## src/rtl/thr_pkg.sv

```systemverilog
package thr_pkg;

   // Setting selector codes on the write port
   typedef enum logic [1:0] {
      FLD_PRIO  = 2'd0,
      FLD_CPU   = 2'd1,
      FLD_GPU   = 2'd2,
      FLD_RSVD  = 2'd3
   } thr_fld_e;

   localparam int unsigned PRIO_MAX  = 100;
   localparam int unsigned DEPTH_MAX = 100;

endpackage

```

## src/rtl/thr_evt_cfg.sv

```systemverilog
module thr_evt_cfg #(
   parameter int unsigned PRIO_W  = 7,
   parameter int unsigned DEPTH_W = 7,
   parameter int unsigned LVL_W   = 2,
   parameter int unsigned DATA_W  = 8
) (
   input  logic               clk,
   input  logic               rst_n,
   input  logic               wr_sel,
   input  logic [1:0]         wr_field,
   input  logic [DATA_W-1:0]  wr_data,
   output logic [PRIO_W-1:0]  prio,
   output logic [DEPTH_W-1:0] depth,
   output logic [LVL_W-1:0]   lvl
);
   import thr_pkg::*;

   localparam logic [DATA_W-1:0] PRIO_LIM  = DATA_W'(PRIO_MAX);
   localparam logic [DATA_W-1:0] DEPTH_LIM = DATA_W'(DEPTH_MAX);
   localparam logic [DATA_W-1:0] LVL_LIM   = DATA_W'((1 << LVL_W) - 1);

   logic [PRIO_W-1:0]  prio_sat;
   logic [DEPTH_W-1:0] depth_sat;
   logic [LVL_W-1:0]   lvl_sat;
   thr_fld_e           fld;

   assign fld = thr_fld_e'(wr_field);

   always_comb begin
      prio_sat  = (wr_data > PRIO_LIM)  ? PRIO_W'(PRIO_MAX)   : wr_data[PRIO_W-1:0];
      depth_sat = (wr_data > DEPTH_LIM) ? DEPTH_W'(DEPTH_MAX) : wr_data[DEPTH_W-1:0];
      lvl_sat   = (wr_data > LVL_LIM)   ? '1                  : wr_data[LVL_W-1:0];
   end

   always_ff @(posedge clk or negedge rst_n) begin
      if (!rst_n) begin
         prio  <= '0;
         depth <= '0;
         lvl   <= '0;
      end else if (wr_sel) begin
         case (fld)
            FLD_PRIO: prio  <= prio_sat;
            FLD_CPU:  depth <= depth_sat;
            FLD_GPU:  lvl   <= lvl_sat;
            default:  ;
         endcase
      end
   end

   AST_PRIO_RANGE: assert property (@(posedge clk) disable iff (!rst_n)
      prio <= PRIO_W'(PRIO_MAX));
   AST_DEPTH_STORE_RANGE: assert property (@(posedge clk) disable iff (!rst_n)
      depth <= DEPTH_W'(DEPTH_MAX));
   AST_RSVD_KEEPS: assert property (@(posedge clk) disable iff (!rst_n)
      (wr_sel && wr_field == 2'd3) |=> ($stable(prio) && $stable(depth) && $stable(lvl)));

endmodule

```

## src/rtl/thr_prio_select.sv

```systemverilog
module thr_prio_select #(
   parameter int unsigned NUM_EVT = 3,
   parameter int unsigned PRIO_W  = 7,
   parameter int unsigned DEPTH_W = 7,
   parameter int unsigned LVL_W   = 2
) (
   input  logic [NUM_EVT-1:0]              req,
   input  logic [NUM_EVT-1:0][PRIO_W-1:0]  prio,
   input  logic [NUM_EVT-1:0][DEPTH_W-1:0] depth,
   input  logic [NUM_EVT-1:0][LVL_W-1:0]   lvl,
   output logic [NUM_EVT-1:0]              grant,
   output logic                            any_act,
   output logic [DEPTH_W-1:0]              sel_depth,
   output logic [LVL_W-1:0]                sel_lvl
);

   logic [NUM_EVT-1:0] act;
   logic [PRIO_W-1:0]  best_p;

   always_comb begin
      for (int i = 0; i < NUM_EVT; i++) begin
         act[i] = req[i] && (prio[i] != '0);
      end
   end

   // Linear scan with strict compare: the first slot holding the top value keeps it
   always_comb begin
      best_p = '0;
      grant  = '0;
      for (int i = 0; i < NUM_EVT; i++) begin
         if (act[i] && (prio[i] > best_p)) begin
            best_p = prio[i];
            grant  = '0;
            grant[i] = 1'b1;
         end
      end
   end

   assign any_act = |grant;

   // AND-OR mux keyed by the one-hot grant
   always_comb begin
      sel_depth = '0;
      sel_lvl   = '0;
      for (int i = 0; i < NUM_EVT; i++) begin
         sel_depth = sel_depth | (depth[i] & {DEPTH_W{grant[i]}});
         sel_lvl   = sel_lvl   | (lvl[i]   & {LVL_W{grant[i]}});
      end
   end

endmodule

```

## src/rtl/thr_out_reg.sv

```systemverilog
module thr_out_reg #(
   parameter int unsigned DEPTH_W = 7,
   parameter int unsigned LVL_W   = 2
) (
   input  logic               clk,
   input  logic               rst_n,
   input  logic               any_act,
   input  logic [DEPTH_W-1:0] sel_depth,
   input  logic [LVL_W-1:0]   sel_lvl,
   output logic               thr_active,
   output logic [DEPTH_W-1:0] cpu_depth,
   output logic [LVL_W-1:0]   gpu_lvl
);
   import thr_pkg::*;

   always_ff @(posedge clk or negedge rst_n) begin
      if (!rst_n) begin
         thr_active <= 1'b0;
         cpu_depth  <= '0;
         gpu_lvl    <= '0;
      end else begin
         thr_active <= any_act;
         cpu_depth  <= sel_depth;
         gpu_lvl    <= sel_lvl;
      end
   end

   AST_IDLE_ZERO: assert property (@(posedge clk) disable iff (!rst_n)
      !thr_active |-> (cpu_depth == '0 && gpu_lvl == '0));
   AST_DEPTH_OUT_RANGE: assert property (@(posedge clk) disable iff (!rst_n)
      cpu_depth <= DEPTH_W'(DEPTH_MAX));

endmodule

```

## src/rtl/thr_arbiter.sv

```systemverilog
module thr_arbiter #(
   parameter int unsigned NUM_EVT = 3,
   parameter int unsigned PRIO_W  = 7,
   parameter int unsigned DEPTH_W = 7,
   parameter int unsigned LVL_W   = 2,
   parameter int unsigned DATA_W  = 8,
   localparam int unsigned EVT_W  = (NUM_EVT > 1) ? $clog2(NUM_EVT) : 1
) (
   input  logic               clk,
   input  logic               rst_n,
   input  logic               wr_en,
   input  logic [EVT_W-1:0]   wr_evt,
   input  logic [1:0]         wr_field,
   input  logic [DATA_W-1:0]  wr_data,
   input  logic [NUM_EVT-1:0] req,
   output logic [DEPTH_W-1:0] cpu_depth,
   output logic [LVL_W-1:0]   gpu_lvl,
   output logic               thr_active
);
   import thr_pkg::*;

   // Elaboration checks on parameters
   if (NUM_EVT < 1) begin : g_bad_num
      $error("thr_arbiter: NUM_EVT must be at least 1");
   end
   if (((1 << PRIO_W) - 1) < PRIO_MAX) begin : g_bad_prio
      $error("thr_arbiter: PRIO_W too narrow for the priority range");
   end
   if (((1 << DEPTH_W) - 1) < DEPTH_MAX) begin : g_bad_depth
      $error("thr_arbiter: DEPTH_W too narrow for the depth range");
   end
   if (DATA_W < PRIO_W || DATA_W < DEPTH_W || DATA_W < LVL_W) begin : g_bad_data
      $error("thr_arbiter: DATA_W narrower than a stored setting");
   end

   logic [NUM_EVT-1:0][PRIO_W-1:0]  prio;
   logic [NUM_EVT-1:0][DEPTH_W-1:0] depth;
   logic [NUM_EVT-1:0][LVL_W-1:0]   lvl;
   logic [NUM_EVT-1:0]              grant;
   logic                            any_act;
   logic [DEPTH_W-1:0]              sel_depth;
   logic [LVL_W-1:0]                sel_lvl;

   for (genvar g = 0; g < NUM_EVT; g++) begin : g_evt
      logic wr_sel;
      assign wr_sel = wr_en && (wr_evt == EVT_W'(g));
      thr_evt_cfg #(
         .PRIO_W (PRIO_W), .DEPTH_W(DEPTH_W), .LVL_W(LVL_W), .DATA_W(DATA_W)
      ) u_cfg (
         .clk     (clk),
         .rst_n   (rst_n),
         .wr_sel  (wr_sel),
         .wr_field(wr_field),
         .wr_data (wr_data),
         .prio    (prio[g]),
         .depth   (depth[g]),
         .lvl     (lvl[g])
      );
   end

   thr_prio_select #(
      .NUM_EVT(NUM_EVT), .PRIO_W(PRIO_W), .DEPTH_W(DEPTH_W), .LVL_W(LVL_W)
   ) u_sel (
      .req      (req),
      .prio     (prio),
      .depth    (depth),
      .lvl      (lvl),
      .grant    (grant),
      .any_act  (any_act),
      .sel_depth(sel_depth),
      .sel_lvl  (sel_lvl)
   );

   thr_out_reg #(.DEPTH_W(DEPTH_W), .LVL_W(LVL_W)) u_out (
      .clk       (clk),
      .rst_n     (rst_n),
      .any_act   (any_act),
      .sel_depth (sel_depth),
      .sel_lvl   (sel_lvl),
      .thr_active(thr_active),
      .cpu_depth (cpu_depth),
      .gpu_lvl   (gpu_lvl)
   );

   AST_GRANT_ONEHOT: assert property (@(posedge clk) disable iff (!rst_n)
      $onehot0(grant));
   AST_GRANT_NEEDS_REQ: assert property (@(posedge clk) disable iff (!rst_n)
      (grant & ~req) == '0);
   AST_NO_REQ_IDLE: assert property (@(posedge clk) disable iff (!rst_n)
      ($past(req) == '0) |-> !thr_active);
   AST_OUT_FOLLOWS: assert property (@(posedge clk) disable iff (!rst_n)
      any_act |=> thr_active);

endmodule

```

## config.mk

```make
export PLATFORM = sky130hd
export DESIGN_NAME = thr_arbiter
export DESIGN_NICKNAME = d
export VERILOG_FILES = /design/src/rtl/thr_pkg.sv /design/src/rtl/thr_evt_cfg.sv /design/src/rtl/thr_prio_select.sv /design/src/rtl/thr_out_reg.sv /design/src/rtl/thr_arbiter.sv
export SDC_FILE = /design/constraint.sdc
export NUM_CORES = 1
export LEC_CHECK = 0
export BUFFER_PORTS_ARGS = -buffer_cell sky130_fd_sc_hd__buf_2
export CORE_ASPECT_RATIO = 1.4
export CORE_MARGIN = 2
export CORE_UTILIZATION = 61
export CTS_BUF_LIST = sky130_fd_sc_hd__clkbuf_8
export CTS_CLUSTER_SIZE = 14
export DETAILED_ROUTE_END_ITERATION = 7
export GPL_TIMING_DRIVEN = 0
export PLACE_DENSITY = 0.85
export SKIP_CTS_REPAIR_TIMING = 1
export SLEW_MARGIN = 10
export SYNTH_ARGS = -nofsm -noshare
export SYNTH_HDL_FRONTEND = slang
export SYNTH_HIERARCHICAL = 1
export SYNTH_SLANG_ARGS = --single-unit
```

## constraint.sdc

```tcl
create_clock -name clk -period 3.8 [get_ports clk]
set_input_delay 0.19 -clock clk [delete_from_list [all_inputs] [get_ports clk]]
set_output_delay 0.19 -clock clk [all_outputs]
set_load 0.02 [all_outputs]
```

==> results of run 1 <==
==> final cells by class <==
cell class,instances,share of cell area [%]
multi-input cells,241,42.9
flip-flops and latches,58,40.6
repair buffers,31,4.76
clock buffers,12,4.62
plain buffers,10,2.38
well taps,64,2.24
inverters,12,1.33
clock inverters,3,1.09
==> flip-flops by register name, summed over array words and instances, names as in the netlist <==
| signal | cells |
|---|---|
| g_evt.u_cfg/depth | 21 |
| g_evt.u_cfg/prio | 21 |
| u_out/cpu_depth | 7 |
| g_evt.u_cfg/lvl | 6 |
| u_out/gpu_lvl | 2 |
| u_out/thr_active | 1 |
==> where the power goes <==
| group | leakage [nW] | switching (mW) | internal (mW) |
|---|---|---|---|
| Clock | 0.110 | 0.224 | 0.349 |
| Sequential | 0.734 | 0.0752 | 0.744 |
| Combinational | 0.860 | 0.346 | 0.260 |
| Total | 1.70 | 0.645 | 1.35 |
==> cell usage in the layout, fill, tap and decap left out, types with 14 or more instances in the layout <==
| master | count |
|---|---|
| nand2_1 | 64 |
| o21ai_0 | 21 |
| ha_1 | 14 |
| dfrtp_1 | 58 |
| a21oi_1 | 19 |
| nand3b_1 | 14 |
| nor2_1 | 20 |
| buf_2 | 29 |
| o21ai_1 | 15 |
==> per-stage QoR <==
| step | worst slack [ns] | hold slack [ns] |
|---|---|---|
| finish | 0.141 | 0.234 |
| global placement | 0.115 | 0.457 |
| CTS | -0.141 | 0.167 |
| detailed placement | 0.0321 | 0.472 |
| floorplan | 0.625 | -0.106 |
| global route | 0.0213 | 0.232 |
==> worst paths after layout <==
kind,start,to
worst max register to register,g_evt[1].u_cfg/prio[2],u_out/cpu_depth[4]
min in group asynchronous,rst_n,g_evt[0].u_cfg/depth[3]
max in group asynchronous,rst_n,g_evt[1].u_cfg/prio[0]
worst min-delay path,wr_data[0],g_evt[0].u_cfg/lvl[0]
worst min register to register,g_evt[2].u_cfg/depth[5],g_evt[2].u_cfg/depth[5]
worst max-delay path,g_evt[1].u_cfg/prio[2],u_out/cpu_depth[4]
==> worst max-delay path: stages, from the launching register on <==
cell and delay (ns):
dfrtp_1 0.42, or4_1 0.55, o41ai_2 0.25, a311o_2 0.21, clkbuf_2 0.19, nor2b_1 0.26
a21oi_1 0.10, ha_1 0.31, nand4_1 0.11, a21oi_1 0.15, nor3_1 0.08, nor3_2 0.28
clkbuf_4 0.27, mux2_2 0.36
==> metal layers <==
layer	global-route usage (%)	part of all wire, %	up-vias
li1	-	-	1221
met1	32.7	38	1248
met2	51.8	54	107
met3	6.62	5.0	24
met4	11.4	3.1	0
met5	0	0	-
==> key figures, run 1 <==
STA
  – Clock Skews: 0.00906 ns
  – Final period demand of the worst path: approximately 3.7 ns
  – RSZ-0062 raised after global routing: no
  – Final Hold Vio Count: 0
  – Worst slew pin tran: 0.730 ns
  – Post-route setup TNS: 0 ns
  – F_max: 273 MHz
  – Period utilization: 96.3%
  – Setup violators final: 0
  – Final Slew Violations: 0
  – Worst rel slew slack: 51.4%

Placed design
  – Dpl hpwl: 5250 um
  – IO Port Bufs: 27
  – Area after DPL: 3320 sq um
  – Placed Instances: 412
  – Global placer's final weighted congestion: 0.908

GRT
  – Gr usage total: about 29%
  – First-pass GRT wire length: about 12000 um
  – Grt ovf: 0
  – Vias in the first global route: 2483
  – Pin count of the biggest net entering global routing: 59
  – Initial antenna violation count: 0

Routing
  – Remaining DRCs: 0
  – Via-to-Cell Ratio: 6.03
  – Final ANT Viol Nets: 0
  – Via count: between 2000 and 3000
  – DR pass1 iterations: 5
  – Total Wirelength: approximately 7600 um
  – DR iter-0 viols: 160
  – Routed len/inst: between 15 and 20 um

Die
  – FP Rows: 30
  – Starting Density: 63.7%
  – Core area: 4880 sq um
  – DIE HEIGHT: 88.5 um
  – Die width: 64.3 um
  – Number of I/O pins: 28
  – Die area: around 5700 sq um

Status
  – Status: completed

Clock tree
  – TritonCTS Buffers: 9
  – Clock root buffer: clkbuf_8
  – Clock Latency Late Sink: 0.33 ns
  – Clk slew on worst S/H paths: around 0.060 ns
  – Clk sinks: 58
  – CTS tree: built
  – Longest Clk Path Bufs: 2
  – H-tree lvl count: 3

Layout
  – Multi-input logic area: 1530 sq um
  – Cell area after layout: 3570 sq um
  – Antenna cells: 0
  – Register area: 1450 sq um
  – Synthesis-to-finish area growth: 14.9%
  – Fill count: 345
  – Core Util, Final: 73.2%
  – Finished Layout Cells: about 430
  – Layout cells sized above 1: 23.2%
  – Final #Nets: 395

Setup path
  – Startpoint Class: flop
  – CP max FO: 8
  – Critical path class: flop to flop
  – Worst setup EP type: flop
  – FF-to-FF setup slack: 0.14 ns
  – R2R depth: 13
  – WP data arrival: between 3 and 4 ns
  – Required time worst endpoint: 4.02 ns

Yosys
  – Syn Std Cell Area: 3110 sq um
  – Syn Nets: 353
  – Avg Synthesized Cell Area: 9.69 sq um
  – Mapped Cells: ~320
  – Syn. warnings: 6

Run
  – MaxCap Viol Count: 0

Power and ir drop
  – Peak supply drop: 0.339 mV
  – Pwr Density: between 500 and 600 nW/um^2
  – Pwr Total: 2.00 mW
  – P_leak: 1.70 nW

Worst hold path
  – Worst hold path class: input port to flop
  – Hold depth: 3
(Power assumes the default switching activity.)
==> run 2, diff against run 1 <==
- ABC_AREA: not set -> 1
- RECOVER_POWER: not set -> 50
==> run 2 against run 1 <==
Net effect: largest power group unchanged; clock skew fell by 0.0042 ns; hold slack improved by 0.013 ns; sequential power rose by 1%; sequential cell count did not move; non-clock buffer count fell by 7; sequential share of layout area fell by 1.5 points; cell count rose by 30%; maximum frequency rose by 8.8%; highest routed layer unchanged; global-route usage rose by 1.5 points; critical path depth rose by 10.
==> key figures, run 2 <==
Die
  – DIE HEIGHT: 91.6 um (+3.6%)
  – Number of I/O pins: 28 (unchanged)
  – Die width: 66.6 um (+3.5%)
  – FP Rows: 31 (+3.3%)
  – Starting Density: 63.9% (+0.18 points)
  – Core area: 5240 sq um (+7.3%)
  – Die area: 6100 sq um (+7.2%)

Setup path
  – WP data arrival: 3.57 ns (-0.30 ns)
  – Slowest-stage cell, CP: dfrtp_1
  – Startpoint Class: flop
  – Worst setup EP type: flop
  – Worst path bufs/invs: 2 (unchanged)
  – CP max FO: 10 (+2)
  – Crit path largest cell delay: 0.39 ns (-0.16 ns)
  – Required time worst endpoint: 4.01 ns (about the same)
  – Critical path class: flop to flop
  – Cell mode on critical path: nand2_1
  – Worst path top cell family by delay: simple AND/OR/NAND/NOR gates
  – WP depth: 23 (+10)
  – R2R depth: 23 (+10)
  – Critical Path, Cell by Cell: or2_1 > nor3_2 > nor2_2 > nand2_1 > ha_1 > a21oi_1 > nand2_1 > nand2_1 > nand2_1 > nand2_4 > buf_6 > nand2_1 > o21ai_1 > ha_1 > nand2_1 > nor2_1 > nand2_1 > nand2_1 > nor2_1 > nand2_2 > buf_4 > nand4_1 > nand3_1

STA
  – Worst hold margin: 0.247 ns (+0.0128 ns)
  – Clock Skews: 0.00485 ns (-0.00421 ns)
  – Final Hold Vio Count: 0 (unchanged)
  – Final Slew Violations: 0 (unchanged)
  – Worst rel slew slack: 6.35% (-45 points)
  – Final period demand of the worst path: 3.36 ns (-0.295 ns)
  – F_max: 297 MHz (+8.8%)
  – Post-route setup TNS: 0 ns (unchanged)
  – Period utilization: 88.5% (-7.8 points)
  – Worst slew pin tran: 1.40 ns (+0.675 ns)
  – Setup violators final: 0 (unchanged)
  – RSZ-0062 raised after global routing: no

Status
  – Status: completed

Clock tree
  – Clk sinks: 58 (unchanged)
  – Longest Clk Path Bufs: 2 (unchanged)
  – H-tree lvl count: 3 (unchanged)
  – Clock Latency Late Sink: 0.34 ns (about the same)
  – CTS tree: built
  – TritonCTS Buffers: 9 (unchanged)
  – Clk slew on worst S/H paths: 0.07 ns (about the same)
  – Clock root buffer: clkbuf_8

Placed design
  – Global placer's final weighted congestion: 0.919 (+1.2%)
  – Area after DPL: 3560 sq um (+7.2%)
  – IO Port Bufs: 27 (unchanged)
  – Dpl hpwl: 5870 um (+12%)
  – Placed Instances: 544 (+32%)

Yosys
  – Avg Synthesized Cell Area: 7.42 sq um (-23%)
  – Syn Nets: 483 (+37%)
  – Syn. warnings: 6 (unchanged)
  – Mapped Cells: 451 (+40%)
  – Syn Std Cell Area: 3350 sq um (+7.6%)

Layout
  – Final #Nets: 522 (+32%)
  – Commonest non-fill, non-tap cell in the layout: nand2_1
  – Layout cells sized above 1: 14.1% (-9.0 points)
  – Synthesis-to-finish area growth: 10.7%
  – Core Util, Final: 70.8% (-2.5 points)
  – Antenna cells: 0 (unchanged)
  – Finished Layout Cells: 561 (+30%)
  – Largest regs: g_evt.u_cfg/depth (21), g_evt.u_cfg/prio (21), u_out/cpu_depth (7)
  – Most frequent cells in the layout: nand2_1, dfrtp_1, nand3_1
  – Cell area after layout: 3700 sq um (+3.7%)

Power and ir drop
  – Peak supply drop: 0.322 mV (-4.9%)
  – Pwr Density: 568 nW/um^2 (+1.5%)
  – P_leak: 2.08 nW (+22%)

GRT
  – Grt ovf: 0 (unchanged)
  – Vias in the first global route: 3035 (+22%)
  – Initial antenna violation count: 0 (unchanged)
  – Pin count of the biggest net entering global routing: 59 (unchanged)
  – Gr usage total: 30.1% (+1.5 points)
  – First-pass GRT wire length: 13600 um (+13%)

Routing
  – Via-to-Cell Ratio: 5.52 (-8.6%)
  – Total Wirelength: 8310 um (+9.8%)
  – DR pass1 iterations: 5 (unchanged)
  – Final ANT Viol Nets: 0 (unchanged)
  – Routed len/inst: 14.8 um (-16%)
  – Remaining DRCs: 0 (unchanged)
  – Via count: 3094 (+19%)
  – DR iter-0 viols: 149 (-6.9%)

Worst hold path
  – Worst hold path class: input port to flop
  – Hold depth: 3 (unchanged)

Run
  – MaxCap Viol Count: 0 (unchanged)
run 2: changes by cell type in the layout (fill, tap and decap cells not counted), sizes merged, moves of 5 or more:
cell	delta
a21oi	-15
and3b	-5
buf	-7
clkinvlp	+6
inv	+39
mux2	-9
mux2i	-9
nand2	+121
nand3	+44
nand3b	-13
nand4	+10
nor2	+22
nor2b	-6
o21ai	-26
run 2: worst reg2reg max path: cells and delay by family (launching register included):
kind | cells | cell delay (ns)
fa+ha+maj | 2 | 0.54
simple gates | 17 | 1.67
buf+inv | 2 | 0.35
compound gates | 2 | 0.26
flops | 1 | 0.39
run 2: stage by stage:
step / total power, mW / setup WS, ns
2_1_floorplan: 1.33 / 0.867
3_3_place_gp: 1.51 / 0.545
3_5_place_dp: 1.54 / 0.462
4_1_cts: 2.12 / 0.444
5_1_grt: 2.24 / 0.139
6_report: 2.10 / 0.436
run 2: metal layers:
| layer | track usage (%) | part of all wire, % | vias to the layer above |
|---|---|---|---|
| li1 | - | - | 1506 |
| met1 | 34.1 | 38 | 1441 |
| met2 | 52.3 | 51 | 114 |
| met3 | 5.28 | 6.2 | 33 |
| met4 | 16.0 | 4.5 | 0 |
| met5 | 0 | 0 | - |
run 2: final timing paths:
kind	from	to	slack, ns
min in group asynchronous	rst_n	g_evt[1].u_cfg/lvl[0]	0.71
worst max register to register	g_evt[0].u_cfg/prio[4]	u_out/cpu_depth[6]	0.44
worst min-delay path	wr_data[3]	g_evt[0].u_cfg/prio[3]	0.25
worst min register to register	g_evt[0].u_cfg/depth[3]	g_evt[0].u_cfg/depth[3]	0.49
max in group asynchronous	rst_n	u_out/cpu_depth[0]	2.23
worst max-delay path	g_evt[0].u_cfg/prio[4]	u_out/cpu_depth[6]	0.44
run 2: power by group:
part / total (mW) / internal [mW] / leakage (nW) / switching, mW
sequential: 0.831 / 0.751 / 0.744 / 0.0807
combinational: 0.704 / 0.253 / 1.24 / 0.451
clock: 0.568 / 0.320 / 0.0945 / 0.248
total: 2.10 / 1.32 / 2.08 / 0.779
run 2: final cells by class:
class | count | area (sq um)
buffer | 6 | 60.1
clock buffer | 10 | 138
clock inverter | 6 | 66.3
fill | 427 | 1530
inverter | 55 | 210
multi-input combinational | 332 | 1550
sequential | 58 | 1450
tap | 66 | 82.6
timing repair buffer | 28 | 143
==> run 3, diff against run 2 <==
- CORE_UTILIZATION: 61 -> 60
- CTS_BUF_LIST: sky130_fd_sc_hd__clkbuf_8 -> not set
- PLACE_DENSITY: 0.85 -> 0.84
==> run 3 against run 2 <==
Net effect: setup slack lost 0.024 ns; core utilization is 2.4 points lower; sequential share of layout area down 0.20 points; largest cell class unchanged.
==> key figures, run 3 (synthesized netlist as in run 2, its figures left out) <==
Status
  – Status: completed

Layout
  – Most frequent cells in the layout: nand2_1, dfrtp_1, nand3_1
  – Layout cells sized above 1: 14.5% (+0.40 points)
  – Synthesis-to-finish area growth: 11.3%
  – Commonest non-fill, non-tap cell in the layout: nand2_1
  – Antenna cells: 0 (unchanged)
  – Final #Nets: 522 (unchanged)
  – Largest regs: g_evt.u_cfg/depth (21), g_evt.u_cfg/prio (21), u_out/cpu_depth (7)
  – Fill count: 454 (+6.3%)

Worst hold path
  – Worst hold path class: input port to flop
  – WHS Endpoint: g_evt[1].u_cfg/depth[3]
  – Hold Path Origin: wr_data[3]
  – Hold depth: 3 (unchanged)

Placed design
  – Dpl hpwl: 5850 um (-0.39%)
  – Global placer's final weighted congestion: 0.902 (-1.9%)
  – IO Port Bufs: 27 (unchanged)

Power and ir drop
  – Pwr Density: 571 nW/um^2 (+0.52%)
  – Sw Share: 36.0% (-1.1 points)
  – Flop pwr share: 39.0% (-0.5 points)
  – Peak supply drop: 0.396 mV (+23%)
  – Clock Power Share: 27.9% (+0.9 points)
  – P_int: 1.36 mW (+2.8%)
  – Net Sw Power: 765 uW (-1.9%)
  – Pwr Total: 2.12 mW (+1.0%)
  – P_leak: 2.10 nW (+0.92%)
  – Comb power frac: 33.1% (-0.4 points)

Setup path
  – R2R Path End: u_out/cpu_depth[3]
  – Cell mode on critical path: nand2_1
  – Slowest-stage cell, CP: dfrtp_1
  – FF-to-FF setup slack: 0.41 ns (-0.02 ns)
  – Worst path bufs/invs: 3 (+1)
  – WP data arrival: 3.60 ns (+0.03 ns)
  – Worst setup EP type: flop
  – Crit path largest cell delay: 0.39 ns (about the same)
  – Startpoint Class: flop
  – R2R Path Start: g_evt[0].u_cfg/prio[4]
  – Critical Path, Cell by Cell: or2_1 > nor3_2 > nor2_2 > nand2_1 > ha_1 > nand2_1 > inv_1 > a21oi_1 > nand2_1 > nand2_4 > buf_6 > nand2_1 > o21ai_1 > ha_1 > nand2_1 > nor2_1 > nand2_1 > nand2_1 > nor2_1 > nand2_2 > buf_4 > nand4_1 > nand3_1
  – Worst path top cell family by delay: simple AND/OR/NAND/NOR gates
  – R2R depth: 23 (unchanged)
  – Critical path class: flop to flop
  – Required time worst endpoint: 4.01 ns (about the same)
  – CP max FO: 10 (unchanged)

STA
  – Setup violators final: 0 (unchanged)
  – Worst rel slew slack: 6.85% (+0.51 points)
  – Final Slew Violations: 0 (unchanged)
  – Period utilization: 89.2% (+0.63 points)
  – Final period demand of the worst path: 3.39 ns (+0.0239 ns)
  – Final Hold Vio Count: 0 (unchanged)
  – Post-route setup TNS: 0 ns (unchanged)
  – RSZ-0062 raised after global routing: no
  – F_max: 295 MHz (-0.70%)
  – Clock Skews: 0.00895 ns (+0.00410 ns)
  – Worst slew pin tran: 1.40 ns (-0.00760 ns)

GRT
  – Pin count of the biggest net entering global routing: 59 (unchanged)
  – Initial antenna violation count: 0 (unchanged)
  – Gr usage total: 29.3% (-0.75 points)
  – Grt ovf: 0 (unchanged)
  – Vias in the first global route: 3008 (-0.89%)
  – First-pass GRT wire length: 13400 um (-1.3%)

Clock tree
  – Clk slew on worst S/H paths: 0.06 ns (about the same)
  – H-tree lvl count: 3 (unchanged)
  – CTS tree: built
  – TritonCTS Buffers: 9 (unchanged)
  – Clk sinks: 58 (unchanged)
  – Clock Latency Late Sink: 0.34 ns (about the same)
  – Clock root buffer: clkbuf_8
  – Longest Clk Path Bufs: 2 (unchanged)

Routing
  – DR pass1 iterations: 6 (+1)
  – Routed len/inst: 14.2 um (-4.0%)
  – Remaining DRCs: 0 (unchanged)
  – Via count: 3048 (-1.5%)
  – Total Wirelength: 8010 um (-3.6%)
  – DR iter-0 viols: 172 (+15%)
  – Final ANT Viol Nets: 0 (unchanged)
  – Via-to-Cell Ratio: 5.41 (-1.8%)

Die
  – Core area: 5450 sq um (+4.0%)
  – Die width: 67.1 um (+0.78%)
  – Starting Density: 61.4% (-2.5 points)
  – FP Rows: 32 (+3.2%)
  – Number of I/O pins: 28 (unchanged)
  – Die area: 6200 sq um (+1.6%)
  – DIE HEIGHT: 92.4 um (+0.80%)

Run
  – MaxCap Viol Count: 0 (unchanged)
[run 3: cell types whose count changed in the layout (fill, tap and decap cells not counted)]
cell	previous run	this run
clkinvlp_4	3	0
clkinv_2	1	2
nand2_1	178	177
o21ai_2	1	2
clkbuf_8	10	12
nand2_2	6	7
o21ai_0	9	8
[run 3: cell type report]
| class | instances | area [sq um] | share of cell area [%] |
|---|---|---|---|
| Multi-Input combinational cell | 332 | 1560 | 41.9 |
| Tap cell | 68 | 85.1 | 2.28 |
| Buffer | 6 | 60.1 | 1.61 |
| Sequential cell | 58 | 1450 | 39.0 |
| Clock inverter | 4 | 48.8 | 1.31 |
| Clock buffer | 12 | 165 | 4.44 |
| Inverter | 55 | 210 | 5.65 |
| Timing Repair Buffer | 28 | 143 | 3.83 |
[run 3: through the flow]
| stage | instance area, sq um | setup slack (ns) | util [%] | hold slack (ns) | instances |
|---|---|---|---|---|---|
| after floorplan | 3350 | 0.867 | - | -0.106 | 451 |
| after global placement | 3570 | 0.529 | 65.5 | 0.467 | 546 |
| after detailed placement | 3570 | 0.469 | 65.5 | 0.468 | 546 |
| after CTS | 3780 | 0.459 | 69.4 | 0.155 | 562 |
| after global routing | 3720 | 0.140 | 68.4 | 0.235 | 563 |
| final | 3720 | 0.412 | 68.4 | 0.238 | 563 |
[run 3: worst register-to-register path, delay by kind of cell, from the launching register on]
kind | cells | cell delay [ns]
AO/OA/AOI/OAI | 2 | 0.26
buffers and inverters | 3 | 0.40
flip-flops | 1 | 0.39
adder cells (fa/ha/maj) | 2 | 0.51
AND/OR/NAND/NOR | 16 | 1.70
[run 3: layer usage]
metal / wire (um) / vias to the layer above / share of wire [%] / global-route usage, %
met4: 365 / 0 / 4.6 / 18.0
met3: 387 / 34 / 4.8 / 6.08
met1: 3200 / 1417 / 40 / 34.0
met5: 0 / - / 0 / 0
met2: 4060 / 97 / 51 / 48.4
li1: - / 1500 / - / -
[run 3: worst max-delay path by stage]
stage / slack [ns] / startpoint / to / cells past startpoint
after floorplan: 0.87 / g_evt[0].u_cfg/prio[4] / u_out/cpu_depth[6] / 25
after global placement: 0.53 / g_evt[0].u_cfg/prio[2] / u_out/cpu_depth[6] / 24
after detailed placement: 0.47 / g_evt[0].u_cfg/prio[4] / u_out/cpu_depth[3] / 23
after CTS: 0.46 / g_evt[0].u_cfg/prio[2] / u_out/cpu_depth[3] / 24
after global routing: 0.14 / g_evt[0].u_cfg/prio[2] / u_out/cpu_depth[0] / 24
final: 0.41 / g_evt[0].u_cfg/prio[4] / u_out/cpu_depth[3] / 23
[run 3: power groups by stage]
stage,Combinational [mW],Sequential [mW],Clock [mW]
after floorplan,0.455,0.872,0
after CTS,0.706,0.828,0.603
after global placement,0.674,0.833,0
after detailed placement,0.700,0.839,0
final,0.703,0.829,0.593
after global routing,0.788,0.846,0.623
